## src/rtl/rxdesc_pkg.sv

```systemverilog
package rxdesc_pkg;

    typedef enum logic [2:0] {
        S_IDLE,
        S_FETCH_CTL,
        S_FETCH_SIZE,
        S_FETCH_BUF,
        S_LATCH_BUF,
        S_STORE,
        S_WRITEBACK,
        S_DISCARD
    } rx_state_e;

    localparam int ST_RXDONE   = 0;
    localparam int ST_NORMAL   = 1;
    localparam int ST_NODESC   = 2;
    localparam int ST_ABNORMAL = 3;
    localparam int ST_W        = 4;

    localparam int OWN_BIT  = 31;
    localparam int WRAP_BIT = 15;
    localparam logic [31:0] DONE_PATTERN = 32'h0000_0300;

endpackage

```

## src/rtl/rxdesc_lane_pack.sv

```systemverilog
module rxdesc_lane_pack #(
    parameter int LANES  = 4,
    localparam int LANE_W = $clog2(LANES)
) (
    input  logic [LANES*8-1:0] held,
    input  logic [LANE_W-1:0]  lane,
    input  logic [7:0]         din,
    output logic [LANES*8-1:0] wdata,
    output logic [LANES-1:0]   be
);
    for (genvar l = 0; l < LANES; l++) begin : g_lane
        assign wdata[l*8 +: 8] = (LANE_W'(l) == lane) ? din : held[l*8 +: 8];
        assign be[l]           = (LANE_W'(l) <= lane);
    end
endmodule

```

## src/rtl/rxdesc_dest_class.sv

```systemverilog
module rxdesc_dest_class #(
    parameter int HDR_BYTES = 6
) (
    input  logic       clk,
    input  logic       rst_n,
    input  logic       clear,
    input  logic       byte_en,
    input  logic [2:0] idx,
    input  logic [7:0] din,
    output logic       is_bcast,
    output logic       is_mcast
);
    logic group_bit;
    logic all_ones;

    always_ff @(posedge clk) begin
        if (!rst_n) begin
            group_bit <= 1'b0;
            all_ones  <= 1'b0;
        end else if (clear) begin
            group_bit <= 1'b0;
            all_ones  <= 1'b1;
        end else if (byte_en && (int'(idx) < HDR_BYTES)) begin
            if (idx == 3'd0) group_bit <= din[0];
            all_ones <= all_ones && (din == 8'hFF);
        end
    end

    assign is_bcast = all_ones;
    assign is_mcast = group_bit && !all_ones;
endmodule

```

## src/rtl/rxdesc_stats.sv

```systemverilog
module rxdesc_stats #(
    parameter int CNT_W = 64,
    parameter int LEN_W = 16
) (
    input  logic             clk,
    input  logic             rst_n,
    input  logic             commit,
    input  logic [LEN_W-1:0] len,
    input  logic             bcast,
    input  logic             mcast,
    output logic [CNT_W-1:0] bytes_tot,
    output logic [CNT_W-1:0] frames_tot,
    output logic [CNT_W-1:0] mcast_tot,
    output logic [CNT_W-1:0] bcast_tot
);
    localparam logic [CNT_W-1:0] CRC_BYTES = CNT_W'(4);

    always_ff @(posedge clk) begin
        if (!rst_n) begin
            bytes_tot  <= '0;
            frames_tot <= '0;
            mcast_tot  <= '0;
            bcast_tot  <= '0;
        end else if (commit) begin
            bytes_tot  <= bytes_tot + CNT_W'(len) + CRC_BYTES;
            frames_tot <= frames_tot + 1'b1;
            if (mcast) mcast_tot <= mcast_tot + 1'b1;
            else if (bcast) bcast_tot <= bcast_tot + 1'b1;
        end
    end
endmodule

```

## src/rtl/rxdesc_wb.sv

```systemverilog
module rxdesc_wb
    import rxdesc_pkg::*;
#(
    parameter int ADDR_W     = 32,
    parameter int LEN_W      = 16,
    parameter int CNT_W      = 64,
    parameter int DESC_BYTES = 32,
    parameter int MIN_LEN    = 12
) (
    input  logic              clk,
    input  logic              rst_n,
    input  logic              rx_en,
    input  logic              base_wr,
    input  logic [ADDR_W-1:0] base_addr,
    input  logic              in_valid,
    output logic              in_ready,
    input  logic              in_sof,
    input  logic              in_eof,
    input  logic [7:0]        in_data,
    input  logic [LEN_W-1:0]  in_len,
    output logic              mem_req,
    output logic              mem_we,
    output logic [ADDR_W-1:0] mem_addr,
    output logic [31:0]       mem_wdata,
    output logic [3:0]        mem_be,
    input  logic [31:0]       mem_rdata,
    output logic [ST_W-1:0]   stat_o,
    input  logic [ST_W-1:0]   stat_clr,
    output logic [ADDR_W-1:0] cur_ptr,
    output logic [CNT_W-1:0]  cnt_bytes,
    output logic [CNT_W-1:0]  cnt_frames,
    output logic [CNT_W-1:0]  cnt_mcast,
    output logic [CNT_W-1:0]  cnt_bcast
);
    localparam logic [ADDR_W-1:0] OFS_SIZE = ADDR_W'(4);
    localparam logic [ADDR_W-1:0] OFS_BUF  = ADDR_W'(8);
    localparam logic [ADDR_W-1:0] STEP     = ADDR_W'(DESC_BYTES);

    rx_state_e state, nstate;

    logic [ADDR_W-1:0] base_q;
    logic [ADDR_W-1:0] buf_q;
    logic [LEN_W-1:0]  len_q;
    logic [LEN_W-1:0]  bcnt;
    logic [31:0]       held;
    logic              wrap_q;
    logic [ST_W-1:0]   stat_set;

    logic        take;
    logic        start_ok;
    logic        runt;
    logic        word_done;
    logic [31:0] pack_data;
    logic [3:0]  pack_be;
    logic [31:0] wb_word;
    logic [2:0]  hdr_idx;
    logic        is_bcast, is_mcast;

    assign take      = in_valid && in_ready;
    assign start_ok  = (state == S_IDLE) && rx_en && in_valid && in_sof;
    assign runt      = (in_len < LEN_W'(MIN_LEN));
    assign word_done = (bcnt[1:0] == 2'd3) || in_eof;
    assign wb_word   = ((32'(len_q) + 32'd4) << 16) | DONE_PATTERN;
    assign hdr_idx   = (bcnt < LEN_W'(6)) ? bcnt[2:0] : 3'd7;

    rxdesc_lane_pack #(.LANES(4)) u_pack (
        .held  (held),
        .lane  (bcnt[1:0]),
        .din   (in_data),
        .wdata (pack_data),
        .be    (pack_be)
    );

    rxdesc_dest_class #(.HDR_BYTES(6)) u_class (
        .clk      (clk),
        .rst_n    (rst_n),
        .clear    (start_ok),
        .byte_en  ((state == S_STORE) && take),
        .idx      (hdr_idx),
        .din      (in_data),
        .is_bcast (is_bcast),
        .is_mcast (is_mcast)
    );

    rxdesc_stats #(.CNT_W(CNT_W), .LEN_W(LEN_W)) u_stats (
        .clk        (clk),
        .rst_n      (rst_n),
        .commit     (state == S_WRITEBACK),
        .len        (len_q),
        .bcast      (is_bcast),
        .mcast      (is_mcast),
        .bytes_tot  (cnt_bytes),
        .frames_tot (cnt_frames),
        .mcast_tot  (cnt_mcast),
        .bcast_tot  (cnt_bcast)
    );

    // State register
    always_ff @(posedge clk) begin
        if (!rst_n) state <= S_IDLE;
        else        state <= nstate;
    end

    // Next-state logic
    always_comb begin
        nstate = state;
        unique case (state)
            S_IDLE:       if (start_ok) nstate = runt ? S_DISCARD : S_FETCH_CTL;
            S_FETCH_CTL:  nstate = S_FETCH_SIZE;
            S_FETCH_SIZE: nstate = mem_rdata[OWN_BIT] ? S_FETCH_BUF : S_DISCARD;
            S_FETCH_BUF:  nstate = S_LATCH_BUF;
            S_LATCH_BUF:  nstate = S_STORE;
            S_STORE:      if (take && in_eof) nstate = S_WRITEBACK;
            S_WRITEBACK:  nstate = S_IDLE;
            S_DISCARD:    if (take && in_eof) nstate = S_IDLE;
            default:      nstate = S_IDLE;
        endcase
    end

    // Outputs
    always_comb begin
        in_ready  = 1'b0;
        mem_req   = 1'b0;
        mem_we    = 1'b0;
        mem_addr  = '0;
        mem_wdata = '0;
        mem_be    = '0;
        stat_set  = '0;
        unique case (state)
            S_IDLE: begin
                if (start_ok && runt) begin
                    stat_set[ST_RXDONE] = 1'b1;
                    stat_set[ST_NORMAL] = 1'b1;
                end
            end
            S_FETCH_CTL: begin
                mem_req  = 1'b1;
                mem_addr = cur_ptr;
            end
            S_FETCH_SIZE: begin
                mem_req  = 1'b1;
                mem_addr = cur_ptr + OFS_SIZE;
                if (!mem_rdata[OWN_BIT]) begin
                    stat_set[ST_NODESC]   = 1'b1;
                    stat_set[ST_ABNORMAL] = 1'b1;
                end
            end
            S_FETCH_BUF: begin
                mem_req  = 1'b1;
                mem_addr = cur_ptr + OFS_BUF;
            end
            S_LATCH_BUF: ;
            S_STORE: begin
                in_ready = 1'b1;
                if (in_valid && word_done) begin
                    mem_req   = 1'b1;
                    mem_we    = 1'b1;
                    mem_addr  = buf_q + ADDR_W'({bcnt[LEN_W-1:2], 2'b00});
                    mem_wdata = pack_data;
                    mem_be    = pack_be;
                end
            end
            S_WRITEBACK: begin
                mem_req   = 1'b1;
                mem_we    = 1'b1;
                mem_addr  = cur_ptr;
                mem_wdata = wb_word;
                mem_be    = 4'hF;
                stat_set[ST_RXDONE] = 1'b1;
                stat_set[ST_NORMAL] = 1'b1;
            end
            S_DISCARD: in_ready = 1'b1;
            default: ;
        endcase
    end

    // Datapath registers
    always_ff @(posedge clk) begin
        if (!rst_n) begin
            base_q  <= '0;
            cur_ptr <= '0;
            buf_q   <= '0;
            len_q   <= '0;
            bcnt    <= '0;
            held    <= '0;
            wrap_q  <= 1'b0;
            stat_o  <= '0;
        end else begin
            stat_o <= (stat_o & ~stat_clr) | stat_set;
            if (start_ok) begin
                len_q <= in_len;
                bcnt  <= '0;
            end
            if (state == S_FETCH_BUF) wrap_q <= mem_rdata[WRAP_BIT];
            if (state == S_LATCH_BUF) buf_q  <= mem_rdata[ADDR_W-1:0];
            if ((state == S_STORE) && take) begin
                held[bcnt[1:0]*8 +: 8] <= in_data;
                bcnt <= bcnt + 1'b1;
            end
            if (base_wr) begin
                base_q  <= base_addr;
                cur_ptr <= base_addr;
            end else if (state == S_WRITEBACK) begin
                cur_ptr <= wrap_q ? base_q : cur_ptr + STEP;
            end
        end
    end
endmodule

```

## config.mk

```make
export PLATFORM = sky130hd
export DESIGN_NAME = rxdesc_wb
export DESIGN_NICKNAME = d
export VERILOG_FILES = /design/src/rtl/rxdesc_pkg.sv /design/src/rtl/rxdesc_lane_pack.sv /design/src/rtl/rxdesc_dest_class.sv /design/src/rtl/rxdesc_stats.sv /design/src/rtl/rxdesc_wb.sv
export SDC_FILE = /design/constraint.sdc
export NUM_CORES = 1
export LEC_CHECK = 0
export ABC_AREA = 1
export BUFFER_PORTS_ARGS = -buffer_cell sky130_fd_sc_hd__buf_4
export CORE_ASPECT_RATIO = 0.9
export CORE_UTILIZATION = 25
export CTS_BUF_LIST = sky130_fd_sc_hd__clkbuf_8 sky130_fd_sc_hd__clkbuf_16
export CTS_CLUSTER_DIAMETER = 200
export DETAILED_ROUTE_END_ITERATION = 8
export GPL_TIMING_DRIVEN = 0
export PLACE_DENSITY = 0.44
export SYNTH_ARGS = -nofsm -noshare
export SYNTH_HDL_FRONTEND = slang
export SYNTH_SLANG_ARGS = --single-unit
```

## constraint.sdc

```tcl
create_clock -name clk -period 7.15 [get_ports clk]
set_input_delay 0.715 -clock clk [delete_from_list [all_inputs] [get_ports clk]]
set_output_delay 0.715 -clock clk [all_outputs]
set_load 0.005 [all_outputs]
```

==> flow_summary.toml, run 1 <==
[sta]
min_period_over_period_pct = 61.74
period_needed_ps = 4414
finalHoldViolCount = 0
finalSetupViolations = 0
worstMarginPinSlew_ps = 1383
finalClockSkew_ps = 51.41
slew_headroom_pct = 7.825
rsz0062_at_grt = "false"
finalSetupTns_ps = 0
fmax_mhz = 226.5
drv_slew = 0

[floorplanning]
start_util_pct = 25.32
fp.dieH_um = 312.7
die-area_sq_um = 108600
num_rows = 113
coreArea_sq_um = 105900
ios = 462
fp.dieW_um = 347.2

[global_route]
grt_pass1_wl_um = 190700
globalRouteOverflowTotal = 0
grt_pass1_vias = 28960
antenna_found_initial = 3
grt_max_degree = 15
track_usage_pct = 23.30

[critical_path]
cp-start-kind = "flip-flop"
crit_top_cell = "buf_2"
cp_max_fo = 10
cp_cell_sequence = "buf_2 -> nand2_2 -> nor2_4 -> buf_2 -> buf_1 -> nand2_1 -> o21ai_0 -> buf_4"
reg2reg_depth = 9
crit_slowest_cell = "buf_1"
path_class = "reg2out"
r2r_slack_ps = 4060
worstPathArrival_ps = 3700
endpoint_kind = "primary output"
r2r_end = "held[23]"
crit_required_ps = 6430
r2r_start = "bcnt[0]"
slowest_delay_ps = 770

[finish]
fillers = 11960
antenna_cells = 0
fin_nets = 5055
drive_gt1_share_pct = 12.58
fin_cells = 6318
syn2layout_area_growth_pct = 26.21

[pwr]
seqPwrFrac_pct = 38.8
switching_share_pct = 31.71
p_comb_share_pct = 16.9
power.switching_uw = 2140
pwr-share-clk_pct = 44.3
powerDensity_nw_per_um2 = 199.4
ir_drop_uv = 190.6
leakagePower_uw = 0.01403
p_int_uw = 4607

[clock_tree]
cts_made_buffers = 56
ctsRootBufferMaster = "clkbuf_16"
holdBufCountCts = 0
cts_resized = 0
h-tree-depth = 2
postCtsSetupBuffers = 0
clk_latency_ps = 680
clockBufferDepth = 3
clk_pin_slew_worst_paths_ps = 60
cts_tree = "yes"
cts_sinks = 426

[yosys]
synthFlopType = "dfxtp_1"
synth_seq_area_share_pct = 31.81
yosys_warnings = 0
syn_area_sq_um = 26810
syn_nets = 4545
avgSynthCellArea_sq_um = 6.116
synth.area.top_cells = "dfxtp_1 (32%), nand2_1 (15%), nor2_1 (9.7%)"
synth-edff-count = 0
ys_seq_elements = 426
async_reset_ff_share_pct = 0
ys_types = 60
synth_cells = 4384
synth_top_area_share_pct = 31.81
synth_top_cell_by_area = "dfxtp_1"

[min_path]
hp-class = "in2reg"
hold_depth = 3
holdPathEnd = "buf_q[28]"
hold_start = "mem_rdata[28]"

[detailed_routing]
num_vias = 30550
drtIter0Drc = 2052
drt-total-wl_um = 130800
drtAntennaViolNets = 0
wl_per_cell_um = 20.71
drc = 0
firstDrtPassIters = 5
vias_per_cell = 4.835

[placement]
place_congestion = 0.9340
place_hpwl_um = 104700
dp.cells = 6216
port_buffers = 452

[outcome]
status = "finished clean"

[job]
maxCapViolations = 0
==> through the flow <==
step                      worst slack (ps)  instance area, sq um  hold WS [ps]  util (%)  power, uW
after floorplan                       4493                 26810         424.4         -       3244
after global placement                3309                 31930         442.1     30.15       3814
after detailed placement              3332                 31930         447.3     30.15       3809
after CTS                             2571                 33840         214.4     31.95       6840
after global routing                  2509                 33840         270.8     31.95       7042
final                                 2736                 33840         270.4     31.95       6747
==> cell usage after synthesis (59+ instances only) <==
library cell,instances
a21oi_1,315
nand2_1,1050
nor3_1,143
nand3_1,276
dfxtp_1,426
xor2_1,59
nand4_1,97
o21ai_0,289
nor2_1,694
ha_1,60
inv_1,562
clkbuf_1,85
==> sequential cells by signal (all words and copies together), names as in the netlist, 3 cells and up <==
signal              cells
u_stats.mcast_tot      64
u_stats.bcast_tot      64
buf_q                  32
bcnt                   16
held                   32
len_q                  16
cur_ptr                32
u_stats.frames_tot     64
base_q                 32
state                   3
u_stats.bytes_tot      64
stat_o                  4
==> cell families (layout without fill, tap and decap cells) <==
logic type | after synthesis | after routing | share of synthesized area, %
and+or+nand+nor | 2365 | 2365 | 37.44
DFF | 426 | 426 | 31.81
AOI/OAI and AO/OA | 745 | 745 | 15.12
xor gates and xnor gates | 83 | 83 | 2.711
buffers and inverters | 702 | 1256 | 9.930
muxes | 1 | 1 | 0.03733
adders and majority gates | 62 | 62 | 2.949
==> per-layer routing <==
metal / track usage (%) / routed length, um / vias to the layer above
met5: 0 / 0 / -
met4: 6.235 / 3060 / 0
met3: 5.020 / 9284 / 149
met2: 37.72 / 58820 / 891
met1: 31.17 / 59660 / 14180
li1: - / - / 15330
==> worst max-delay path by stage <==
stage	startpoint	to	slack [ps]	depth (start not counted)
after floorplan	bcnt[2]	mem_addr[24]	4490	12
after global placement	state[0]	mem_wdata[28]	3310	8
after detailed placement	state[0]	mem_wdata[28]	3330	8
after CTS	state[0]	mem_wdata[28]	2570	8
after global routing	state[0]	mem_wdata[28]	2510	8
final	state[1]	mem_wdata[31]	2740	8
==> layout by cell type, fill, tap and decap left out, drive strengths merged, types with 12 or more instances in the layout <==
cell type,n
o21a,16
buf,492
inv,586
dfxtp,426
xor2,59
clkbuf,160
o211ai,15
o21ai,290
nand3,279
nand3b,12
nand4,98
nand2,1057
a21oi,315
a31oi,34
nor4,22
ha,60
nor2,719
nor3,147
xnor2,24
a211oi,16
o22ai,15
==> power by group through the flow <==
stage	logic [uW]	registers (uW)	clock network (uW)
6_report	1140	2620	2990
5_1_grt	1250	2640	3160
4_1_cts	1140	2620	3080
3_5_place_dp	1140	2670	0
3_3_place_gp	1140	2670	0
2_1_floorplan	624	2620	0
==> area by class of cell <==
cell class	instances	area (sq um)	area share, %
Tap cell	1380	1727	5.103
Buffer	127	504.2	1.490
Sequential cell	426	8528	25.20
Multi-Input combinational cell	3256	15620	46.16
Timing Repair Buffer	452	3393	10.03
Inverter	575	2158	6.378
Clock inverter	29	249.0	0.7358
Clock buffer	73	1658	4.899
==> critical path, delay by kind of cell (launching register included) <==
kind                   cells  cell delay [ps]
and+or+nand+nor            3              470
buffers and inverters      4             1650
DFF                        1              300
AOI/OAI and AO/OA          1              600
No activity file was read; power rests on OpenSTA's default activity.
==> inputs of run 2 (changes only) <==
PLACE_DENSITY = 0.45   (was 0.44)
clock period = 3.7 ns   (was 7.15 ns; I/O delays follow)
==> flow_summary.toml, run 2 (synthesis results as in run 1) <==
[sta]
holdWs_ps = 39.80
layout_setup_ws_ps = 105.1
fmax_mhz = 278.2
finalClockSkew_ps = 33.09
drv_slew = 0
period_needed_ps = 3595
worstMarginPinSlew_ps = 1348
finalSetupViolations = 0
rsz0062_at_grt = "true"
slew_headroom_pct = 10.15
finalHoldViolCount = 0
min_period_over_period_pct = 97.16

[finish]
syn2layout_area_growth_pct = 29.12
seqCellArea_sq_um = 8536
postLayoutCoreUtil_pct = 32.69
fin_cells = 6393
multiInputGateArea_sq_um = 15700
fillers = 11790
fin_nets = 5128
layout_common_cells = "nand2_1 (1049), nor2_1 (691), inv_1 (576), buf_4 (459), dfxtp_1 (420)"
drive_gt1_share_pct = 13.11
final_common_cell = "nand2_1"
final_cell_area_sq_um = 34620

[critical_path]
r2r_start = "len_q[8]"
cp-start-kind = "flip-flop"
startpoint = "state[1]"
path_class = "reg2out"
crit_required_ps = 3330
worstPathArrival_ps = 3220
reg2reg_depth = 14
r2r_slack_ps = 820
endpoint = "mem_wdata[22]"
cp_max_fo = 10
r2r_end = "u_stats.bytes_tot[29]"
endpoint_kind = "primary output"

[floorplanning]
fp.dieW_um = 347.2
start_util_pct = 25.32
num_rows = 113
die-area_sq_um = 108600
coreArea_sq_um = 105900
fp.dieH_um = 312.7
ios = 462

[clock_tree]
cts_tree = "yes"
h-tree-depth = 2
cts_sinks = 426
cts_made_buffers = 56
ctsRootBufferMaster = "clkbuf_16"
clk_pin_slew_worst_paths_ps = 60
clockBufferDepth = 3
clk_latency_ps = 680

[global_route]
grt_pass1_wl_um = 191600
grt_pass1_vias = 28950
globalRouteOverflowTotal = 0
track_usage_pct = 23.50
grt_max_degree = 18
antenna_found_initial = 4

[pwr]
ir_drop_uv = 359.8
leakagePower_uw = 0.01437
powerDensity_nw_per_um2 = 375.7

[detailed_routing]
num_vias = 30910
vias_per_cell = 4.834
drtAntennaViolNets = 0
firstDrtPassIters = 5
drc = 0
drtIter0Drc = 2611
drt-total-wl_um = 132200
wl_per_cell_um = 20.67

[placement]
place_worst_setup_slack_ps = 31.31
place_hpwl_um = 105500
place_congestion = 0.9487
port_buffers = 452
dp.cells = 6216
dpl_cell_area_sq_um = 31930

[job]
maxCapViolations = 0

[outcome]
status = "finished clean"

[min_path]
hold_start = "mem_rdata[31]"
hp-class = "in2reg"
[run 2: through the flow]
step / TNS [ps] / total power (uW)
after floorplan: 0 / 6270
after global placement: 0 / 7397
after detailed placement: 0 / 7390
after CTS: 0 / 13140
after global routing: -8.763 / 13570
final: 0 / 13010
[run 2: metal layers]
metal | global-route usage (%) | part of all wire (%)
met5 | 0 | 0.0098
met4 | 5.400 | 2.0
met3 | 5.804 | 7.8
met2 | 36.93 | 44
met1 | 32.18 | 46
[run 2: worst max-delay path, cell delays in order (launching register included)]
cell     delay (ps)
dfxtp_1         300
buf_2           210
nand2_2          90
nor2_4          290
buf_4           330
buf_2           370
buf_2           430
nand3_1         170
o21ai_0         160
buf_4           170
[run 2: worst min-delay path by stage]
stage,cells after the start,slack (ps),endpoint
floorplan,2,420,held[29]
global placement,2,440,held[29]
detailed placement,2,440,held[31]
CTS,3,2,buf_q[31]
global route,3,40,buf_q[31]
finish,3,40,buf_q[31]
[run 2: what timing repair did]
action / in CTS / in global routing
cloned: 0 / 0
setup endpoints to repair: 31 / 32
buffers inserted: 0 / 3
endpoints found under the hold margin: 79 / 0
pin swaps: 0 / 1
resized for setup: 27 / 29
hold buffers: 71 / 0
[run 2: cell type report]
class	instances	share of cell area (%)
timing repair buffer	526	11.92
clock inverter	33	0.7445
antenna	2	0.01446
clock buffer	69	4.565
buffer	126	1.536
tap	1380	4.988
multi-input combinational	3256	45.34
sequential	426	24.66
inverter	575	6.234
[run 2: where the power goes]
part,switching (uW),total [uW],internal (uW),leakage (uW)
clock network,2400,5610,3210,0.000965
logic,1550,2310,760,0.00995
registers,270,5090,4820,0.00345
total,4220,13000,8790,0.0144
